### src/rtl/il_pkg.sv
// Shared definitions for the register interlock unit.
// Assumes 4-bit condition codes with 4'hE meaning "always".
package il_pkg;
    typedef enum logic [1:0] {
        NEED_NORMAL = 2'd0,
        NEED_EARLY  = 2'd1,
        NEED_LATE   = 2'd2,
        NEED_RSVD   = 2'd3
    } need_e;

    localparam logic [3:0] COND_ALWAYS = 4'hE;

    // True when two conditions can never both pass.
    function automatic logic cond_opposite(input logic [3:0] a, input logic [3:0] b);
        return ((a ^ b) == 4'b0001) && (a != COND_ALWAYS) && (b != COND_ALWAYS);
    endfunction
endpackage

### src/rtl/il_reg_track.sv
// Per-register scoreboard: latency countdown, write-lock countdown,
// condition of the last writer and a "read since written" bit.
// Assumes enabled destinations of one instruction are distinct.
module il_reg_track #(
    parameter int NREG = 16,
    parameter int LATW = 4,
    parameter int NSRC = 3,
    parameter int NDST = 2,
    parameter int REGW = $clog2(NREG)
) (
    input  logic                   clk,
    input  logic                   rst_n,
    input  logic                   commit,
    input  logic [NSRC-1:0]        src_en,
    input  logic [NSRC*REGW-1:0]   src_reg,
    input  logic [NDST-1:0]        dst_en,
    input  logic [NDST*REGW-1:0]   dst_reg,
    input  logic [NDST*LATW-1:0]   dst_lat,
    input  logic [3:0]             cond,
    input  logic [LATW-1:0]        lock_len,
    output logic [NREG*LATW-1:0]   lat_q,
    output logic [NREG*LATW-1:0]   lock_q,
    output logic [NREG*4-1:0]      cond_q,
    output logic [NREG-1:0]        rd_q
);
    localparam logic [LATW-1:0] ZERO = '0;
    localparam logic [LATW-1:0] ONE  = LATW'(1);

    for (genvar r = 0; r < NREG; r++) begin : g_reg
        localparam logic [REGW-1:0] IDX = REGW'(r);
        logic            hit_src, hit_dst;
        logic [LATW-1:0] ld_val;
        logic [LATW-1:0] lat_r, lock_r;
        logic [3:0]      cond_r;
        logic            rd_r;

        // Match this register against the instruction's operands.
        always_comb begin
            hit_src = 1'b0;
            hit_dst = 1'b0;
            ld_val  = ZERO;
            for (int s = 0; s < NSRC; s++)
                if (src_en[s] && src_reg[s*REGW +: REGW] == IDX) hit_src = 1'b1;
            for (int d = 0; d < NDST; d++)
                if (dst_en[d] && dst_reg[d*REGW +: REGW] == IDX) begin
                    hit_dst = 1'b1;
                    ld_val  = dst_lat[d*LATW +: LATW];
                end
        end

        // Count down, or load on a committed instruction.
        always_ff @(posedge clk) begin
            if (!rst_n) begin
                lat_r  <= ZERO;
                lock_r <= ZERO;
                cond_r <= il_pkg::COND_ALWAYS;
                rd_r   <= 1'b0;
            end else begin
                lat_r  <= (commit && hit_dst) ? ld_val
                        : (lat_r == ZERO) ? ZERO : lat_r - ONE;
                lock_r <= (commit && hit_src && lock_len != ZERO) ? lock_len - ONE
                        : (lock_r == ZERO) ? ZERO : lock_r - ONE;
                if (commit && hit_dst) begin
                    cond_r <= cond;
                    rd_r   <= 1'b0;
                end else if (commit && hit_src) begin
                    rd_r   <= 1'b1;
                end
            end
        end

        assign lat_q[r*LATW +: LATW]  = lat_r;
        assign lock_q[r*LATW +: LATW] = lock_r;
        assign cond_q[r*4 +: 4]       = cond_r;
        assign rd_q[r]                = rd_r;
    end
endmodule

### src/rtl/il_flag_timer.sv
// Flag distance timer: loads FLAG_DIST when a flag setter commits,
// then counts down to zero. Assumes FLAG_DIST fits in LATW bits.
module il_flag_timer #(
    parameter int LATW      = 4,
    parameter int FLAG_DIST = 2
) (
    input  logic            clk,
    input  logic            rst_n,
    input  logic            load,
    output logic [LATW-1:0] cnt
);
    localparam logic [LATW-1:0] DIST = LATW'(FLAG_DIST);

    // Reload on a flag setter, otherwise saturating countdown.
    always_ff @(posedge clk) begin
        if (!rst_n)            cnt <= '0;
        else if (load)         cnt <= DIST;
        else if (cnt != '0)    cnt <= cnt - LATW'(1);
    end
endmodule

### src/rtl/il_hazard.sv
// Combinational hazard detection for the presented instruction.
// Assumes the scoreboard values are current for this cycle.
module il_hazard #(
    parameter int NREG = 16,
    parameter int LATW = 4,
    parameter int NSRC = 3,
    parameter int NDST = 2,
    parameter int REGW = $clog2(NREG)
) (
    input  logic [NSRC-1:0]      src_en,
    input  logic [NSRC*REGW-1:0] src_reg,
    input  logic [NSRC*2-1:0]    src_need,
    input  logic [NDST-1:0]      dst_en,
    input  logic [NDST*REGW-1:0] dst_reg,
    input  logic [3:0]           cond,
    input  logic [NREG*LATW-1:0] lat_q,
    input  logic [NREG*LATW-1:0] lock_q,
    input  logic [NREG*4-1:0]    cond_q,
    input  logic [NREG-1:0]      rd_q,
    input  logic [LATW-1:0]      flag_cnt,
    output logic                 raw_hz,
    output logic                 lock_hz,
    output logic                 waw_hz,
    output logic                 flag_hz
);
    import il_pkg::*;

    // Read-after-write: compare remaining latency with the class threshold.
    always_comb begin
        raw_hz = 1'b0;
        for (int s = 0; s < NSRC; s++) begin
            logic [REGW-1:0] rg;
            logic [LATW-1:0] c;
            rg = src_reg[s*REGW +: REGW];
            c  = lat_q[rg*LATW +: LATW];
            if (src_en[s] && !cond_opposite(cond, cond_q[rg*4 +: 4])) begin
                case (need_e'(src_need[s*2 +: 2]))
                    NEED_EARLY: if (c > LATW'(0)) raw_hz = 1'b1;
                    NEED_LATE:  if (c > LATW'(2)) raw_hz = 1'b1;
                    default:    if (c > LATW'(1)) raw_hz = 1'b1;
                endcase
            end
        end
    end

    // Write-lock and write-after-write checks on each destination.
    always_comb begin
        lock_hz = 1'b0;
        waw_hz  = 1'b0;
        for (int d = 0; d < NDST; d++) begin
            logic [REGW-1:0] rg;
            logic            excuse;
            rg     = dst_reg[d*REGW +: REGW];
            excuse = cond_opposite(cond, cond_q[rg*4 +: 4]) && !rd_q[rg];
            if (dst_en[d]) begin
                if (lock_q[rg*LATW +: LATW] != '0) lock_hz = 1'b1;
                if (lat_q[rg*LATW +: LATW] > LATW'(1) && !excuse) waw_hz = 1'b1;
            end
        end
    end

    // Conditional instructions wait for the flag distance.
    always_comb flag_hz = (cond != COND_ALWAYS) && (flag_cnt > LATW'(1));
endmodule

### src/rtl/reg_interlock.sv
// Top of the register interlock unit: combines hazard detection with
// the per-register scoreboard and the flag timer.
// Assumes a held instruction is presented again unchanged.
module reg_interlock #(
    parameter int NREG      = 16,
    parameter int LATW      = 4,
    parameter int NSRC      = 3,
    parameter int NDST      = 2,
    parameter int FLAG_DIST = 2,
    parameter int REGW      = $clog2(NREG)
) (
    input  logic                 clk,
    input  logic                 rst_n,
    input  logic                 issue_valid,
    input  logic [NSRC-1:0]      src_en,
    input  logic [NSRC*REGW-1:0] src_reg,
    input  logic [NSRC*2-1:0]    src_need,
    input  logic [NDST-1:0]      dst_en,
    input  logic [NDST*REGW-1:0] dst_reg,
    input  logic [NDST*LATW-1:0] dst_lat,
    input  logic [3:0]           cond,
    input  logic                 sets_flags,
    input  logic [LATW-1:0]      lock_len,
    output logic                 stall,
    output logic [NREG*LATW-1:0] lat_state,
    output logic [NREG*LATW-1:0] lock_state,
    output logic [LATW-1:0]      flag_cnt
);
    logic [NREG*4-1:0] cond_q;
    logic [NREG-1:0]   rd_q;
    logic raw_hz, lock_hz, waw_hz, flag_hz;
    logic commit;

    // Hold on any hazard; otherwise the instruction starts.
    always_comb stall  = issue_valid && (raw_hz || lock_hz || waw_hz || flag_hz);
    always_comb commit = issue_valid && !stall;

    il_hazard #(.NREG(NREG), .LATW(LATW), .NSRC(NSRC), .NDST(NDST), .REGW(REGW)) u_hz (
        .src_en(src_en), .src_reg(src_reg), .src_need(src_need),
        .dst_en(dst_en), .dst_reg(dst_reg), .cond(cond),
        .lat_q(lat_state), .lock_q(lock_state), .cond_q(cond_q), .rd_q(rd_q),
        .flag_cnt(flag_cnt),
        .raw_hz(raw_hz), .lock_hz(lock_hz), .waw_hz(waw_hz), .flag_hz(flag_hz)
    );

    il_reg_track #(.NREG(NREG), .LATW(LATW), .NSRC(NSRC), .NDST(NDST), .REGW(REGW)) u_trk (
        .clk(clk), .rst_n(rst_n), .commit(commit),
        .src_en(src_en), .src_reg(src_reg),
        .dst_en(dst_en), .dst_reg(dst_reg), .dst_lat(dst_lat),
        .cond(cond), .lock_len(lock_len),
        .lat_q(lat_state), .lock_q(lock_state), .cond_q(cond_q), .rd_q(rd_q)
    );

    il_flag_timer #(.LATW(LATW), .FLAG_DIST(FLAG_DIST)) u_flag (
        .clk(clk), .rst_n(rst_n), .load(commit && sets_flags), .cnt(flag_cnt)
    );
endmodule

### config.mk
export PLATFORM = sky130hd
export DESIGN_NAME = reg_interlock
export DESIGN_NICKNAME = d
export VERILOG_FILES = /design/src/rtl/il_pkg.sv /design/src/rtl/il_reg_track.sv /design/src/rtl/il_flag_timer.sv /design/src/rtl/il_hazard.sv /design/src/rtl/reg_interlock.sv
export SDC_FILE = /design/constraint.sdc
export NUM_CORES = 1
export LEC_CHECK = 0
export ABC_CLOCK_PERIOD_IN_PS = 5950
export BUFFER_PORTS_ARGS = -buffer_cell sky130_fd_sc_hd__buf_2
export CORE_UTILIZATION = 55
export DETAILED_ROUTE_END_ITERATION = 7
export PLACE_DENSITY = 0.71
export SYNTH_ARGS = -nofsm -noshare
export SYNTH_HDL_FRONTEND = slang
export SYNTH_SLANG_ARGS = --single-unit
### constraint.sdc
create_clock -name clk -period 5.95 [get_ports clk]
set_input_delay 0.2975 -clock clk [delete_from_list [all_inputs] [get_ports clk]]
set_output_delay 0.2975 -clock clk [all_outputs]
set_load 0.03 [all_outputs]
* Yosys cells after proc, flatten, opt, wreduce, memory -nomap -nowiden
Cells that the tools add are included.
Widths: inputs -> output; s select.
** Storage, ports and cells
- Register bits :: 212
- Bits in latches :: 0
- Bits in writable memories :: 0
- Bits in read-only memories :: 0
- Input port bits :: 51
- Output and inout port bits :: 133
- Logic and storage cells :: 648
- Memories kept :: 0
** Cells by class
- $add $sub $neg :: 34
- Multipliers :: 0
- Divide/modulo/power cells :: 0
- Magnitude comparators :: 14
- Equal/unequal tests :: 92
- Shift operators :: 12
- Multiplexer cells :: 205
- Bitwise operators :: 6
- Reduce and logical (&&, ||, !) cells :: 219
** Operator list (number)
- $shiftx 64x7->4 :: 12
- $mux 4 :: 96
- $eq 4x4->1 const B :: 40
- $logic_and 1x1->1 :: 149
- $logic_not 4->1 :: 37
- $sub 4x1->4 const B :: 34
- $mux 1 :: 102
- $eq 4x3->1 const B :: 20
- $eq 4x1->1 const B :: 10
- $eq 4x2->1 const B :: 10
- $gt 4x1->1 const B :: 9
- $reduce_or 2->1 :: 17
- $ne 4x4->1 const B :: 6
- $xor 4x4->4 :: 5
- $reduce_bool 4->1 :: 4
- $gt 4x2->1 const B :: 3
- $lt 4x5->1 const B :: 2
- $bmux 1 s4 :: 2
- $logic_not 1->1 :: 8
- $eq 2x1->1 const B :: 3
- $eq 2x2->1 const B :: 3
- $pmux 1 s2 :: 3
- $mux 2 :: 2
- $logic_or 1x1->1 :: 3
- other kinds (2) :: 2

* Depth between registers and ports, before layout
- Word-level depth :: 23
- Gate-level depth with buffers :: 15
- Depth with buffers taken out :: 12

* Cells and area by module
A second synthesis with hierarchy kept.
** Unflattened totals
- Cell total of the unflattened synthesis :: 1850
- Area, all modules :: 16997.6 sq um
** By module, submodules not included
- il_reg_track :: times used 1, cells an instance 1380, area an instance 11458.5 sq um, sequential area each 4164.0 sq um
- il_hazard :: times used 1, cells an instance 450, area an instance 5356.4 sq um, sequential area each 0.0 sq um
- il_flag_timer :: times used 1, cells an instance 16, area an instance 150.1 sq um, sequential area each 80.1 sq um
- reg_interlock :: times used 1, cells an instance 4, area an instance 32.5 sq um, sequential area each 0.0 sq um

* Worst setup path after synthesis
OpenSTA, ideal clock, no wires.
- Path kind :: register to register
- Start :: reg u_trk.g_reg[10].lock_r[0]
- End :: reg u_trk.g_reg[7].lat_r[2]
- Library setup time :: 123 ps
- Data arrival time :: 3385 ps
- Required time :: 5827 ps
- Setup slack :: 2441 ps
- Cell stages (with the launch flop) :: 12
- Path buffers :: 1
- Clock period less this slack :: 3509 ps
- Path through :: dfxtp_1 or4_1 mux4_2 mux2_2 nand3_1 nor4b_4 o211ai_2 a211oi_4 o211a_4 buf_6 o21ai_4 mux2_1
** On the way
- Longest elaborated chain between the ends :: 14
- Elaborated cells between the ends (all ways) :: 16
- Classes of those cells :: shift (2); mux (5); reduce/logical (9)
** RTL lines
- start, declared :: RTL line il_reg_track.sv:33 : logic [LATW-1:0] lat_r, lock_r;
- start signal, assigned :: RTL line il_reg_track.sv:61 : lock_r <= (commit && hit_src && lock_len != ZERO) ? lock_len - ONE
- $shiftx 64x7->4 :: RTL line il_hazard.sv:56 : if (lock_q[rg*LATW +: LATW] != '0) lock_hz = 1'b1;
- $reduce_bool 4->1 :: RTL line il_hazard.sv:56
- $mux 1 :: RTL line il_hazard.sv:56
- $mux 1 :: RTL line il_hazard.sv:55 : if (dst_en[d]) begin
- $mux 1 :: RTL line il_hazard.sv:56
- $mux 1 (*) :: RTL line il_hazard.sv:55
- $logic_or 1x1->1 (*) (3 in series) :: RTL line reg_interlock.sv:35 : always_comb stall = issue_valid && (raw_hz || lock_hz || waw_hz || flag_hz);
- $logic_and 1x1->1 (*) :: RTL line reg_interlock.sv:35
- $logic_not 1->1 (*) :: RTL line reg_interlock.sv:36 : always_comb commit = issue_valid && !stall;
- $logic_and 1x1->1 (*) :: RTL line reg_interlock.sv:36
- $logic_and 1x1->1 (*) :: RTL line il_reg_track.sv:59 : lat_r <= (commit && hit_dst) ? ld_val
- $mux 4 (*) :: RTL line il_reg_track.sv:59
- end signal, assigned :: RTL line il_reg_track.sv:59
- end, declared :: RTL line il_reg_track.sv:33
Mark *: on every way between the ends. The rest lies on a longest branch, timed or not.
A chain may end at the register's enable or synchronous reset.

* Worst setup path in the final report
- Start :: reg u_trk.g_reg[1].lock_r[0]
- End :: reg u_trk.g_reg[13].cond_r[2]
** On the way
- Longest elaborated chain between the ends :: 13
- Elaborated cells between the ends (all ways) :: 15
- Classes of those cells :: shift (2); mux (4); reduce/logical (9)
** RTL lines
- start, declared :: RTL line il_reg_track.sv:33
- start signal, assigned :: RTL line il_reg_track.sv:61
- $shiftx 64x7->4 :: RTL line il_hazard.sv:56
- $reduce_bool 4->1 :: RTL line il_hazard.sv:56
- $mux 1 :: RTL line il_hazard.sv:56
- $mux 1 :: RTL line il_hazard.sv:55
- $mux 1 :: RTL line il_hazard.sv:56
- $mux 1 (*) :: RTL line il_hazard.sv:55
- $logic_or 1x1->1 (*) (3 in series) :: RTL line reg_interlock.sv:35
- $logic_and 1x1->1 (*) :: RTL line reg_interlock.sv:35
- $logic_not 1->1 (*) :: RTL line reg_interlock.sv:36
- $logic_and 1x1->1 (*) :: RTL line reg_interlock.sv:36
- $logic_and 1x1->1 (*) :: RTL line il_reg_track.sv:63 : if (commit && hit_dst) begin
- end signal, assigned :: RTL line il_reg_track.sv:56 : cond_r <= il_pkg::COND_ALWAYS;
- end signal, assigned :: RTL line il_reg_track.sv:64 : cond_r <= cond;
- end, declared :: RTL line il_reg_track.sv:34 : logic [3:0] cond_r;
Marked as above.

==> results.json <==
{
  "status": "finished, final reports clean",
  "clockBufferDepth": 3,
  "finalPower_mw": 3.67,
  "sw_frac_of_total_pct": 31.3,
  "crit_fanout": 38,
  "synth-edff-count": 0,
  "seqPwrFrac_pct": 40.7,
  "drtIter0Drc": 2919,
  "finalHoldViolCount": 0,
  "dr.pass1.iters": 8,
  "num_antenna_cells": 0,
  "netlist.area_leader.share_pct": 25.0,
  "r2r_setup_slack_ns": 1.29,
  "synth-seq-area-share_pct": 25.0,
  "yosysTopAreaCell": "dfxtp_1",
  "coreArea_mm2": 0.0300,
  "pre_cts_slack_ns": 1.04,
  "cp-end-kind": "flop",
  "slew_viol_final": 0,
  "num-nets-final": 2055,
  "die_h_um": 178,
  "holdBufCountCts": 1,
  "drv_cap": 0,
  "io_pins": 184,
  "dieArea_mm2": 0.0316,
  "cts_tree": "built",
  "max_clock_freq_ghz": 0.215,
  "p_per_area_mw_per_mm2": 196,
  "fin_worst_skew_ns": 0.0146,
  "ff2ff_path_depth": 10,
  "drive_gt1_share_pct": 21.9,
  "place_area_mm2": 0.0179,
  "numCtsBuffers": 25,
  "die-width_um": 178,
  "gp_congestion": 1.04,
  "hold_path_depth": 4,
  "ys_ff_latch": 212,
  "via_count": 17134,
  "min_period_ns": 4.66,
  "synth_common_cells": "283 x nand2_1, 223 x mux2i_1, 212 x dfxtp_1",
  "dp_hpwl_um": 47300,
  "drc": 0,
  "synth_most_common_cell": "nand2_1",
  "synth_area_mm2": 0.0170,
  "ir_drop_uv": 203,
  "synth.distinct_cells": 87,
  "path_class": "flop to flop",
  "internal_power_mw": 2.52,
  "yosysWarnings": 0,
  "wl_met1_um": 24400,
  "r2r_start": "u_trk.g_reg[1].lock_r[0]$_SDFF_PN0_",
  "utilization_pct": 62.2,
  "period_share_pct": 78.3,
  "min_to": "u_trk.g_reg[3].lat_r[3]$_SDFF_PN0_",
  "fillerInstances": 2649,
  "crit_path_start_kind": "flop",
  "wl_met2_um": 28300,
  "power.leakage_nw": 7.73,
  "ant_nets": 0,
  "wirelength_um": 65000,
  "synth_cells": 1908,
  "clk_pin_slew_worst_paths_ns": 0.06,
  "rsz0062_at_grt": "no",
  "worstSkewPairLatency_ns": 0.55,
  "final_cell_area_mm2": 0.0187,
  "grt_overflow": 0,
  "syn_avg_cell_area_um2": 8.90,
  "cts_setup_buffers": 0,
  "grt_pass1_vias": 15522,
  "crit_required_ns": 6.32,
  "cts_resized": 0,
  "syn-num-nets": 1967,
  "synthTopCellsByArea": "dfxtp_1 25%, mux4_2 19%, mux2i_1 13%",
  "avgRoutedWirePerCell_um": 27.1,
  "ys.flop_type": "dfxtp_1",
  "hold_start": "issue_valid",
  "hold_class": "input port to flop",
  "combPwrFrac_pct": 18.3,
  "htreeDepth": 1,
  "tns_ns": 0,
  "reg2reg_to": "u_trk.g_reg[13].cond_r[2]$_SDFFE_PN1N_",
  "wl_met3_um": 9750,
  "cp.arrival_ns": 5.03,
  "start_util_pct": 56.5,
  "switchingPower_mw": 1.15,
  "grt_pass1_wl_um": 96700,
  "power_frac_clock_pct": 41.0,
  "setup-violations-final": 0,
  "grt_usage_pct": 40.7,
  "num_rows": 63,
  "relSlewSlack_pct": 11.5,
  "clock-root-buffer": "clkbuf_16",
  "antenna_found_initial": 1,
  "worstMarginPinSlew_ns": 1.32,
  "routed.top_layer": "met4",
  "vias_per_cell": 7.13,
  "portBuffers": 183,
  "async_flop_share_pct": 0,
  "grt_max_degree": 115,
  "areaGrowthSynthToFinish_pct": 9.97,
  "worst_slack_ns": 1.29,
  "cts.sinks": 212
}
## worst max path at each step
| stage | slack, ns | startpoint | to | cells after the start |
|---|---|---|---|---|
| 3_5_place_dp | 1.04 | dst_reg[0] | u_trk.g_reg[15].rd_r$_SDFFE_PP0P_ | 11 |
| 4_1_cts | 1.41 | u_trk.g_reg[1].lock_r[0]$_SDFF_PN0_ | u_trk.g_reg[15].rd_r$_SDFFE_PP0P_ | 10 |
| 5_1_grt | 1.26 | u_trk.g_reg[1].lock_r[0]$_SDFF_PN0_ | u_trk.g_reg[15].cond_r[3]$_SDFFE_PN1N_ | 10 |
| 6_report | 1.29 | u_trk.g_reg[1].lock_r[0]$_SDFF_PN0_ | u_trk.g_reg[13].cond_r[2]$_SDFFE_PN1N_ | 10 |
| 2_1_floorplan | 2.44 | u_trk.g_reg[10].lock_r[0]$_SDFF_PN0_ | u_trk.g_reg[7].lat_r[2]$_SDFF_PN0_ | 11 |
| 3_3_place_gp | 1.11 | dst_reg[0] | u_trk.g_reg[15].cond_r[2]$_SDFFE_PN1N_ | 11 |
## registers in the layout (all words and copies together) (netlist names)
name / count
u_trk.g.cond_r: 64
u_trk.g.rd_r: 16
u_trk.g.lat_r: 64
u_trk.g.lock_r: 64
u_flag.cnt: 4
## per-stage QoR
step	instances	hold slack (ns)
final	2402	0.193
after floorplan	1908	0.409
after global placement	2358	0.499
after detailed placement	2358	0.516
after global routing	2402	0.217
after CTS	2402	0.191
## layout make-up
class / count / area (um2) / share of cell area [%]
inverter: 32 / 121 / 0.650
sequential: 212 / 4240 / 22.7
multi-input combinational: 1526 / 12000 / 64.3
clock buffer: 33 / 686 / 3.67
clock inverter: 10 / 91.3 / 0.489
tap: 390 / 488 / 2.61
timing repair buffer: 199 / 1040 / 5.57
## worst max-delay path: stages, from the launching register on
cell and delay [ns]:
dfxtp_1 0.36, or4_1 0.67, mux4_2 0.48, mux2_2 0.27
nand3_1 0.08, nor4b_4 0.32, o21ai_1 0.24, a211oi_4 0.54
o211a_4 0.67, o21ai_1 0.57, mux2i_1 0.23
## placed cells by master (no fill, tap or decap), types with 20 or more instances in the layout
master,n
xnor2_1,24
nand2_1,283
o21ai_0,100
nor3_1,83
a21oi_1,42
o31ai_1,28
or3_1,35
dfxtp_1,212
mux4_2,140
a22oi_1,20
nor2_1,151
buf_2,182
mux2i_1,223
o311ai_0,20
inv_1,24
nand3b_1,23
nor2b_1,34
nand3_1,43
clkbuf_16,25
## kinds of logic (layout without fill, tap and decap cells)
family / after synthesis / in the layout / synth area share, %
AO/OA/AOI/OAI: 349 / 349 / 14.3
XOR/XNOR: 28 / 28 / 1.44
adder cells (fa/ha/maj): 8 / 8 / 0.589
buffers and inverters: 170 / 274 / 4.32
flip-flops: 212 / 212 / 25.0
multiplexers: 378 / 378 / 32.7
AND/OR/NAND/NOR: 763 / 763 / 21.7
## routing by layer
metal	GRT usage [%]	vias up
met4	15.3	0
li1	-	7374
met2	62.1	1407
met3	10.8	224
met5	0	-
met1	55.1	8129
## power groups by stage
stage / combinational (mW) / sequential [mW] / clock (mW)
floorplan: 0.449 / 1.53 / 0
global placement: 0.645 / 1.52 / 0
detailed placement: 0.649 / 1.52 / 0
CTS: 0.652 / 1.49 / 1.51
global route: 0.701 / 1.49 / 1.56
finish: 0.672 / 1.49 / 1.51
Power figures use the tool's default switching activity.
